[src/rtl/uart_rx_pkg.sv]
package uart_rx_pkg;

  localparam int RX_DATA_W = 8;

  typedef enum logic [2:0] {
    RS_IDLE,
    RS_START,
    RS_DATA,
    RS_STOP,
    RS_HOLD
  } rx_state_e;

  typedef struct packed {
    logic                 brk;
    logic                 ferr;
    logic [RX_DATA_W-1:0] data;
  } rx_entry_t;

endpackage

[src/rtl/uart_rx_sync.sv]
module uart_rx_sync #(
  parameter int STAGES = 2
) (
  input  logic clk,
  input  logic rst,
  input  logic d_i,
  output logic q_o
);

  logic [STAGES-1:0] chain_q;

  generate
    if (STAGES == 1) begin : g_one
      always_ff @(posedge clk) begin
        if (rst) chain_q <= '1;
        else     chain_q <= d_i;
      end
    end else begin : g_many
      always_ff @(posedge clk) begin
        if (rst) chain_q <= '1;
        else     chain_q <= {chain_q[STAGES-2:0], d_i};
      end
    end
  endgenerate

  assign q_o = chain_q[STAGES-1];

endmodule

[src/rtl/uart_rx_core.sv]
module uart_rx_core
  import uart_rx_pkg::*;
#(
  parameter int OSR = 16
) (
  input  logic      clk,
  input  logic      rst,
  input  logic      tick_i,
  input  logic      rx_s_i,
  output logic      start_det_o,
  output logic      push_o,
  output rx_entry_t entry_o,
  output logic      brk_evt_o
);

  localparam int CNT_W = (OSR > 2) ? $clog2(OSR) : 1;
  localparam int BIT_W = $clog2(RX_DATA_W);
  localparam logic [CNT_W-1:0] MID_CNT  = CNT_W'(OSR / 2 - 1);
  localparam logic [CNT_W-1:0] LAST_CNT = CNT_W'(OSR - 1);
  localparam logic [BIT_W-1:0] LAST_BIT = BIT_W'(RX_DATA_W - 1);

  rx_state_e              state_q;
  logic [CNT_W-1:0]       cnt_q;
  logic [BIT_W-1:0]       bit_q;
  logic [RX_DATA_W-1:0]   shreg_q;
  logic                   stop_low;
  logic                   is_break;

  assign start_det_o = (state_q == RS_IDLE) && !rx_s_i;
  assign stop_low    = !rx_s_i;
  assign is_break    = stop_low && (shreg_q == '0);

  always_ff @(posedge clk) begin
    if (rst) begin
      state_q   <= RS_IDLE;
      cnt_q     <= '0;
      bit_q     <= '0;
      shreg_q   <= '0;
      push_o    <= 1'b0;
      entry_o   <= '0;
      brk_evt_o <= 1'b0;
    end else begin
      push_o    <= 1'b0;
      brk_evt_o <= 1'b0;
      unique case (state_q)
        RS_IDLE: begin
          if (!rx_s_i) begin
            state_q <= RS_START;
            cnt_q   <= '0;
          end
        end
        RS_START: begin
          if (tick_i) begin
            if (cnt_q == MID_CNT) begin
              cnt_q <= '0;
              bit_q <= '0;
              state_q <= rx_s_i ? RS_IDLE : RS_DATA;
            end else begin
              cnt_q <= cnt_q + 1'b1;
            end
          end
        end
        RS_DATA: begin
          if (tick_i) begin
            if (cnt_q == LAST_CNT) begin
              cnt_q   <= '0;
              shreg_q <= {rx_s_i, shreg_q[RX_DATA_W-1:1]};
              if (bit_q == LAST_BIT) state_q <= RS_STOP;
              else                   bit_q   <= bit_q + 1'b1;
            end else begin
              cnt_q <= cnt_q + 1'b1;
            end
          end
        end
        RS_STOP: begin
          if (tick_i) begin
            if (cnt_q == LAST_CNT) begin
              cnt_q         <= '0;
              push_o        <= 1'b1;
              entry_o.data  <= shreg_q;
              entry_o.ferr  <= stop_low;
              entry_o.brk   <= is_break;
              brk_evt_o     <= is_break;
              state_q       <= is_break ? RS_HOLD : RS_IDLE;
            end else begin
              cnt_q <= cnt_q + 1'b1;
            end
          end
        end
        RS_HOLD: begin
          if (rx_s_i) state_q <= RS_IDLE;
        end
        default: state_q <= RS_IDLE;
      endcase
    end
  end

endmodule

[src/rtl/uart_rx_fifo.sv]
module uart_rx_fifo #(
  parameter int WIDTH = 10,
  parameter int DEPTH = 4
) (
  input  logic             clk,
  input  logic             rst,
  input  logic             wr_en_i,
  input  logic [WIDTH-1:0] wr_data_i,
  input  logic             rd_en_i,
  output logic [WIDTH-1:0] rd_data_o,
  output logic             empty_o,
  output logic             full_o
);

  localparam int PTR_W = (DEPTH > 1) ? $clog2(DEPTH) : 1;
  localparam int CNT_W = $clog2(DEPTH + 1);
  localparam logic [PTR_W-1:0] LAST_PTR = PTR_W'(DEPTH - 1);
  localparam logic [CNT_W-1:0] FULL_CNT = CNT_W'(DEPTH);

  logic [WIDTH-1:0] mem [DEPTH];
  logic [PTR_W-1:0] wr_ptr_q, rd_ptr_q;
  logic [CNT_W-1:0] count_q;
  logic             do_wr, do_rd;

  assign empty_o = (count_q == '0);
  assign full_o  = (count_q == FULL_CNT);
  assign do_rd   = rd_en_i && !empty_o;
  assign do_wr   = wr_en_i && (!full_o || do_rd);

  always_ff @(posedge clk) begin
    if (do_wr) mem[wr_ptr_q] <= wr_data_i;
  end

  assign rd_data_o = mem[rd_ptr_q];

  always_ff @(posedge clk) begin
    if (rst) begin
      wr_ptr_q <= '0;
      rd_ptr_q <= '0;
      count_q  <= '0;
    end else begin
      if (do_wr) wr_ptr_q <= (wr_ptr_q == LAST_PTR) ? '0 : wr_ptr_q + 1'b1;
      if (do_rd) rd_ptr_q <= (rd_ptr_q == LAST_PTR) ? '0 : rd_ptr_q + 1'b1;
      case ({do_wr, do_rd})
        2'b10:   count_q <= count_q + 1'b1;
        2'b01:   count_q <= count_q - 1'b1;
        default: count_q <= count_q;
      endcase
    end
  end

endmodule

[src/rtl/uart_rx_brk.sv]
module uart_rx_brk
  import uart_rx_pkg::*;
#(
  parameter int OSR         = 16,
  parameter int FIFO_DEPTH  = 4,
  parameter int SYNC_STAGES = 2
) (
  input  logic                 clk,
  input  logic                 rst,
  input  logic                 rx_i,
  input  logic                 os_tick_i,
  input  logic                 sie_we_i,
  input  logic                 sie_wdata_i,
  input  logic                 err_clr_i,
  input  logic                 rd_en_i,
  output logic                 rx_level_o,
  output logic                 irq_o,
  output logic                 rdrf_o,
  output logic [RX_DATA_W-1:0] rd_data_o,
  output logic                 rd_ferr_o,
  output logic                 rd_brk_o,
  output logic                 brk_o,
  output logic                 ovr_o
);

  localparam int ENTRY_W = $bits(rx_entry_t);

  logic      rx_s;
  logic      start_det;
  logic      push;
  logic      brk_evt;
  rx_entry_t entry;
  rx_entry_t head;
  logic      fifo_empty, fifo_full;
  logic      arm_q, pend_q;
  logic      disarm;
  logic      overrun_evt;

  uart_rx_sync #(.STAGES(SYNC_STAGES)) u_sync (
    .clk (clk),
    .rst (rst),
    .d_i (rx_i),
    .q_o (rx_s)
  );

  uart_rx_core #(.OSR(OSR)) u_core (
    .clk         (clk),
    .rst         (rst),
    .tick_i      (os_tick_i),
    .rx_s_i      (rx_s),
    .start_det_o (start_det),
    .push_o      (push),
    .entry_o     (entry),
    .brk_evt_o   (brk_evt)
  );

  uart_rx_fifo #(.WIDTH(ENTRY_W), .DEPTH(FIFO_DEPTH)) u_fifo (
    .clk       (clk),
    .rst       (rst),
    .wr_en_i   (push),
    .wr_data_i (entry),
    .rd_en_i   (rd_en_i),
    .rd_data_o (head),
    .empty_o   (fifo_empty),
    .full_o    (fifo_full)
  );

  assign overrun_evt = push && fifo_full && !rd_en_i;
  assign disarm      = sie_we_i && !sie_wdata_i;

  always_ff @(posedge clk) begin
    if (rst) begin
      arm_q  <= 1'b0;
      pend_q <= 1'b0;
      brk_o  <= 1'b0;
      ovr_o  <= 1'b0;
    end else begin
      if (sie_we_i) arm_q <= sie_wdata_i;
      if (disarm)                      pend_q <= 1'b0;
      else if (arm_q && start_det)     pend_q <= 1'b1;
      if (brk_evt)        brk_o <= 1'b1;
      else if (err_clr_i) brk_o <= 1'b0;
      if (overrun_evt)    ovr_o <= 1'b1;
      else if (err_clr_i) ovr_o <= 1'b0;
    end
  end

  assign irq_o      = arm_q && (pend_q || start_det);
  assign rx_level_o = rx_i;
  assign rdrf_o     = !fifo_empty;
  assign rd_data_o  = head.data;
  assign rd_ferr_o  = head.ferr;
  assign rd_brk_o   = head.brk;

endmodule

[config.mk]
export PLATFORM = sky130hd
export DESIGN_NAME = uart_rx_brk
export DESIGN_NICKNAME = d
export VERILOG_FILES = /design/src/rtl/uart_rx_pkg.sv /design/src/rtl/uart_rx_sync.sv /design/src/rtl/uart_rx_core.sv /design/src/rtl/uart_rx_fifo.sv /design/src/rtl/uart_rx_brk.sv
export SDC_FILE = /design/constraint.sdc
export NUM_CORES = 1
export LEC_CHECK = 0
export BUFFER_PORTS_ARGS = -buffer_cell sky130_fd_sc_hd__buf_2
export CAP_MARGIN = 20
export CORE_ASPECT_RATIO = 0.9
export CORE_MARGIN = 1.5
export CORE_UTILIZATION = 28
export CTS_BUF_LIST = sky130_fd_sc_hd__clkbuf_4
export CTS_CLUSTER_DIAMETER = 200
export DETAILED_ROUTE_END_ITERATION = 12
export GPL_TIMING_DRIVEN = 0
export PLACE_DENSITY = 0.5
export SLEW_MARGIN = 40
export SYNTH_ARGS = -nofsm -noshare
export SYNTH_HDL_FRONTEND = slang
export SYNTH_SLANG_ARGS = --single-unit
export TNS_END_PERCENT = 20
[constraint.sdc]
create_clock -name clk -period 2 [get_ports clk]
set_clock_uncertainty 0.05 [all_clocks]
set_input_delay 0 -clock clk [delete_from_list [all_inputs] [get_ports clk]]
set_output_delay 0 -clock clk [all_outputs]
set_load 0.05 [all_outputs]
Yosys cells after proc, flatten, opt, wreduce, memory -nomap -nowiden
Memories as Yosys holds them, arrays and structs flattened. A register that Yosys moved wholly into a read port is not among the register bits.
Cells that the tools add are included.
- multipliers: 0
- muxes and demuxes: 35
- reductions and logical operators: 33
- div/mod/pow operators: 0
- bitwise logic cells: 3
- equality and inequality tests: 23
- shift-type cells: 0
- order comparisons: 0
- $add $sub $neg: 6
- operators by type and width (operator ; number):
    two-way mux 3 bit ; 15
    two-way mux 4 bit ; 5
    one-hot mux 3 bit (5 select lines) ; 1
    != test 2 bit (second input constant) ; 6
    one-hot mux 3 bit (2 select lines) ; 2
    one-hot mux 4 bit (3 select lines) ; 1
    two-way mux 2 bit ; 5
    != test 2 x 1 -> 1 bit (second input constant) ; 5
    equality test 3 bit (second input constant) ; 3
    logical AND 1 bit ; 9
    AND reduction 9 bit ; 1
    zero test 8 bit ; 1
    nonzero test 2 bit ; 4
    adder 3 x 1 -> 3 bit (second input constant) ; 2
    equality test 2 bit (second input constant) ; 3
    equality test 3 x 2 -> 1 bit (second input constant) ; 2
    zero test 3 bit ; 2
    two-way mux 1 bit ; 6
    AND reduction 3 bit ; 2
    AND reduction 6 bit ; 1
    zero test 1 bit ; 5
    adder 2 x 1 -> 2 bit (second input constant) ; 2
    adder 4 x 1 -> 4 bit (second input constant) ; 1
    equality test 4 x 3 -> 1 bit (second input constant) ; 1
    11 further kinds ; 15
- flip-flop bits (word level): 43
- bits in latches: 0
- memory bits (writable): 40
- memories: 1
- input port bits: 8
- memory bits (read-only): 0
- memories (name ; words ; bits a word ; rd ports ; clocked after Yosys merged registers in ; write ports ; line ; RTL):
    u_fifo.mem ; 4 ; 10 ; 1 ; 1 ; 1 ; uart_rx_fifo.sv:20 ; logic [WIDTH-1:0] mem [DEPTH];

Logic depth before layout (Yosys ltp)
- depth after elaboration: 7
- mapped depth: 7
- mapped depth without buffers: 7

Hierarchy
Synthesis repeated with hierarchy kept, for this count alone.
- cell total of the unflattened synthesis: 293
- area total of the unflattened synthesis: 3598.5 um2
- modules (own cells, without submodules) (module ; times used ; cells an instance ; area an instance (um2)):
    uart_rx_fifo ; 1 ; 111 ; 1979.4
    uart_rx_core ; 1 ; 160 ; 1382.6
    uart_rx_brk ; 1 ; 18 ; 183.9
    uart_rx_sync ; 1 ; 4 ; 52.6

Worst setup path after synthesis
No wires, ideal clock.
- path kind: reg-to-reg
- from: reg u_fifo.count_q[0]
- to: reg u_fifo.count_q[2]
- path buffers: 0
- slack: 28 ps
- period minus slack after synthesis: 1972 ps
- data arrival time: 1799 ps
- stages on the path, launching flop included: 8
- library setup time: 123 ps
- cells stage by stage: dfxtp_1 > o31ai_4 > or2_1 > fa_1 > inv_1 > nor3_1 > a31oi_1 > mux2_1
- longest elaborated chain between the ends: 7
- RTL lines (element ; line ; RTL):
    start, declared ; uart_rx_fifo.sv:22 ; logic [CNT_W-1:0] count_q;
    start signal, assigned ; uart_rx_fifo.sv:45 ; 2'b10: count_q <= count_q + 1'b1;
    start signal, assigned ; uart_rx_fifo.sv:46 ; 2'b01: count_q <= count_q - 1'b1;
    start signal, assigned ; uart_rx_fifo.sv:47 ; default: count_q <= count_q;
    zero test 3 bit ; uart_rx_fifo.sv:25 ; assign empty_o = (count_q == '0);
    zero test 1 bit ; uart_rx_fifo.sv:27 ; assign do_rd = rd_en_i && !empty_o;
    logical AND 1 bit ; uart_rx_fifo.sv:27 ;
    logical OR 1 bit ; uart_rx_fifo.sv:28 ; assign do_wr = wr_en_i && (!full_o || do_rd);
    logical AND 1 bit ; uart_rx_fifo.sv:28 ;
    equality test 2 x 1 -> 1 bit / equality test 2 bit (equally long branches) ; uart_rx_fifo.sv:44 ; case ({do_wr, do_rd})
    one-hot mux 3 bit (2 select lines) / nonzero test 2 bit (equally long branches) ; n/a ;
Parallel ways exist; a longest one is shown, timed or not.
A chain may end at the register's enable or synchronous reset.

Worst setup path after layout
Same ends and word-level chain as after synthesis.

==> key figures <==
Run status
  – Status: complete, no violations

Critical path
  – CP Capture Type: flop
  – Reg2reg start: u_fifo.count_q[0]$_SDFFE_PP0P_
  – Critical path arrival: between 2 and 2.5 ns
  – R2R depth: 7
  – CP required: 2.28 ns
  – Maximum fanout along the worst path: 7
  – FF-to-FF setup slack: 0.07 ns
  – Setup Crit Path Kind: reg -> reg
  – CP Launch Type: flop
  – R2R Path End: u_fifo.count_q[2]$_SDFFE_PP0P_

Finish
  – Share of cells above drive strength 1: between 20 and 25%
  – Area grow syn2layout: 16.20%
  – ANT cells: 0
  – Fin nets: 351
  – Finished Cell Area: between 0.004 and 0.005 sq mm
  – Fill cells: 1230
  – FF+latch area: ~0.0021 sq mm
  – Multi-input combinational cell area: about 0.0013 sq mm

Pwr
  – Tot Pwr: 3.240 mW
  – Worst vdd ir: 0.3433 mV
  – Static leakage power: between 1.5 and 2 nW
  – PwrDens: 784.9 mW/mm^2

Timing
  – Worst Tran Pin Value: 0.5560 ns
  – Final Hold Viols: 0
  – Post-route minimum period: ~1.9 ns
  – Fmax: approximately 520 MHz
  – RSZ-0062 raised after global routing: true
  – Final setup viols: 0
  – Slew Limit Fails: 0
  – Crit share post-route: around 96%
  – Max transition margin: between 60% and 70%

GRT
  – Number of global-route vias before repair: 2192
  – First-pass GRT wire length: ~11 mm
  – GRT Util Overall: ~11%
  – Largest net degree at the start of global routing: 16
  – Total gr overflow: 0
  – Initial antenna violation count: 0

Hold path
  – Hold WC Path Type: in -> reg
  – Worst Min Path Start: rx_i
  – WHS Path Cells: 3
  – WHS Endpoint: u_sync.chain_q[0]$_SDFF_PP1_

Logic synthesis
  – Syn_nets: 310
  – Largest area contributor in the netlist: edfxtp_1
  – Cell Area, Synth: 0.003552 sq mm
  – Synth warnings: 0
  – Yosys cell types: a little over 50
  – Top-count cell post-synth: dfxtp_1
  – Synth top area share: between 30% and 40%
  – Ranking of synthesized cells by area: edfxtp_1 (34%), dfxtp_1 (25%), mux4_2 (6.3%)
  – #FFs+latches synth: 85
  – Post-synth top cells: dfxtp_1 (45), edfxtp_1 (40), nor2_1 (27)
  – Asr flop ratio synth: 0%
  – Cell count after synthesis: between 200 and 300
  – Post-Syn Area per Cell: about 12 sq um
  – Top FF cell, synth: dfxtp_1
  – Seq/Total Area, Yosys: between 50% and 60%
  – Post-synth EDFFs: 40

Floorplan
  – Width of the die: 121.7 um
  – Die Footprint: between 0.01 and 0.015 sq mm
  – Starting density of the core: between 20% and 30%
  – IO Pins: 23
  – Core ar.: roughly 0.012 sq mm
  – Rows: 38
  – Die height: 109.9 um

CTS
  – Clock latency on the worst-skew pair: ~0.43 ns
  – Clock sink count: 85
  – H-tree level count: 3
  – CTS tree: done
  – Clk pin slew, worst setup/hold paths: 0.14 ns
  – Num CTS Buffers: 9
  – Clk root buf: clkbuf_4
  – Clk buf depth: 2

Route
  – Avg WL per Cell: approximately 13 um
  – Routed vias/inst: ~4.5
  – DRC viols: 0
  – Initial DRC Count: between 90 and 100
  – Final wirelength: 6.699 mm
  – First-pass DRT Iterations: 4
  – Routed Antenna Nets: 0
  – Via Count: between 2000 and 2500

Placed design
  – Placed inst area: between 0.003 and 0.004 sq mm
  – Input/output buffers: 22
  – DP HPWL: about 4.5 mm
  – Gpl congestion: about 0.76

Job
  – Max cap viols: 0
[report_power, final]
| part | switching, mW | total (mW) | internal (mW) |
|---|---|---|---|
| logic | 0.151 | 0.272 | 0.122 |
| registers | 0.0270 | 1.86 | 1.83 |
| clock network | 0.598 | 1.11 | 0.514 |
| total | 0.776 | 3.24 | 2.46 |
[how the worst max path moves through the flow]
stage | from | end | depth (start not counted)
finish | u_fifo.count_q[0]$_SDFFE_PP0P_ | u_fifo.count_q[2]$_SDFFE_PP0P_ | 7
global route | u_core.push_o$_SDFF_PP0_ | u_fifo.count_q[2]$_SDFFE_PP0P_ | 7
CTS | flop | rd_data_o[1] | 3
detailed placement | u_fifo.count_q[0]$_SDFFE_PP0P_ | u_fifo.count_q[2]$_SDFFE_PP0P_ | 7
global placement | u_fifo.count_q[0]$_SDFFE_PP0P_ | u_fifo.count_q[2]$_SDFFE_PP0P_ | 7
floorplan | u_fifo.count_q[0]$_SDFFE_PP0P_ | u_fifo.count_q[2]$_SDFFE_PP0P_ | 7
[per-layer routing]
metal  track usage (%)  up-vias  wire [um]
met5                 0        -          0
met4             2.269        0         59
met3             4.461        6        293
met2             17.88       38       3075
met1             14.04     1058       3271
li1                  -     1145          -
[flip-flops by register name (all words and copies together) (netlist names), named ones only]
| signal | cells |
|---|---|
| u_core.push_o | 1 |
| pend_q | 1 |
| u_core.brk_evt_o | 1 |
| arm_q | 1 |
| u_core.cnt_q | 4 |
| u_fifo.mem | 40 |
| brk_o | 1 |
| u_core.state_q | 3 |
| u_core.entry_o | 10 |
| ovr_o | 1 |
| u_fifo.rd_ptr_q | 2 |
| u_fifo.wr_ptr_q | 2 |
| u_core.bit_q | 3 |
| u_sync.chain_q | 2 |
| u_fifo.count_q | 3 |
| u_core.shreg_q | 8 |
[worst max-delay path, stage by stage (launching register included)]
cell and delay, ns:
dfxtp_4 0.43, o31ai_4 0.07, or2_4 0.24, fa_1 0.41, inv_1 0.08, nor3_1 0.05
a31oi_1 0.18, mux2_1 0.33
[repair_timing]
action,4_1_cts,5_1_grt
hold buffers,8,0
pin swaps,1,0
buffers inserted,1,0
hold endpoints to repair,13,0
resized for setup,5,7
setup endpoints to repair,6,21
[layout make-up]
cell class              count  share of cell area (%)
repair buffers             31                   4.789
inverters                   7                  0.6366
clock inverters             7                   2.304
plain buffers              17                   2.243
flip-flops and latches     85                   51.14
clock buffers               9                   1.637
multi-input cells         183                   32.40
well taps                 160                   4.850
[placed cells by master, fill, tap and decap left out, drive strengths merged, types with 8 or more instances in the layout]
| cell | n |
|---|---|
| inv | 10 |
| dlygate4sd3 | 8 |
| edfxtp | 40 |
| ha | 8 |
| nor2 | 27 |
| clkbuf | 15 |
| mux4 | 10 |
| mux2i | 13 |
| o21ai | 8 |
| nand2 | 25 |
| buf | 34 |
| dfxtp | 45 |
| a21oi | 17 |
[cells by family after synthesis]
group	count (synthesis)	share of synthesized area, %
xor+xnor	3	0.7398
fa+ha+maj	9	3.382
mux	25	10.64
buf+inv	25	3.276
flops	85	59.18
compound gates	41	7.327
simple gates	105	15.46
[through the flow]
stage	setup TNS (ns)	util [%]	std cells	worst slack, ns	hold WS [ns]
after global routing	-0.03610	33.78	499	-0.03610	0.2086
after detailed placement	-0.1665	31.61	475	-0.1249	0.1572
final	0	33.78	499	0.07068	0.2565
after CTS	0	33.73	500	0.0005289	0.2185
after floorplan	0	-	293	0.02776	0.05381
after global placement	-0.1531	31.61	475	-0.1239	0.1531
(Power assumes the default switching activity.)
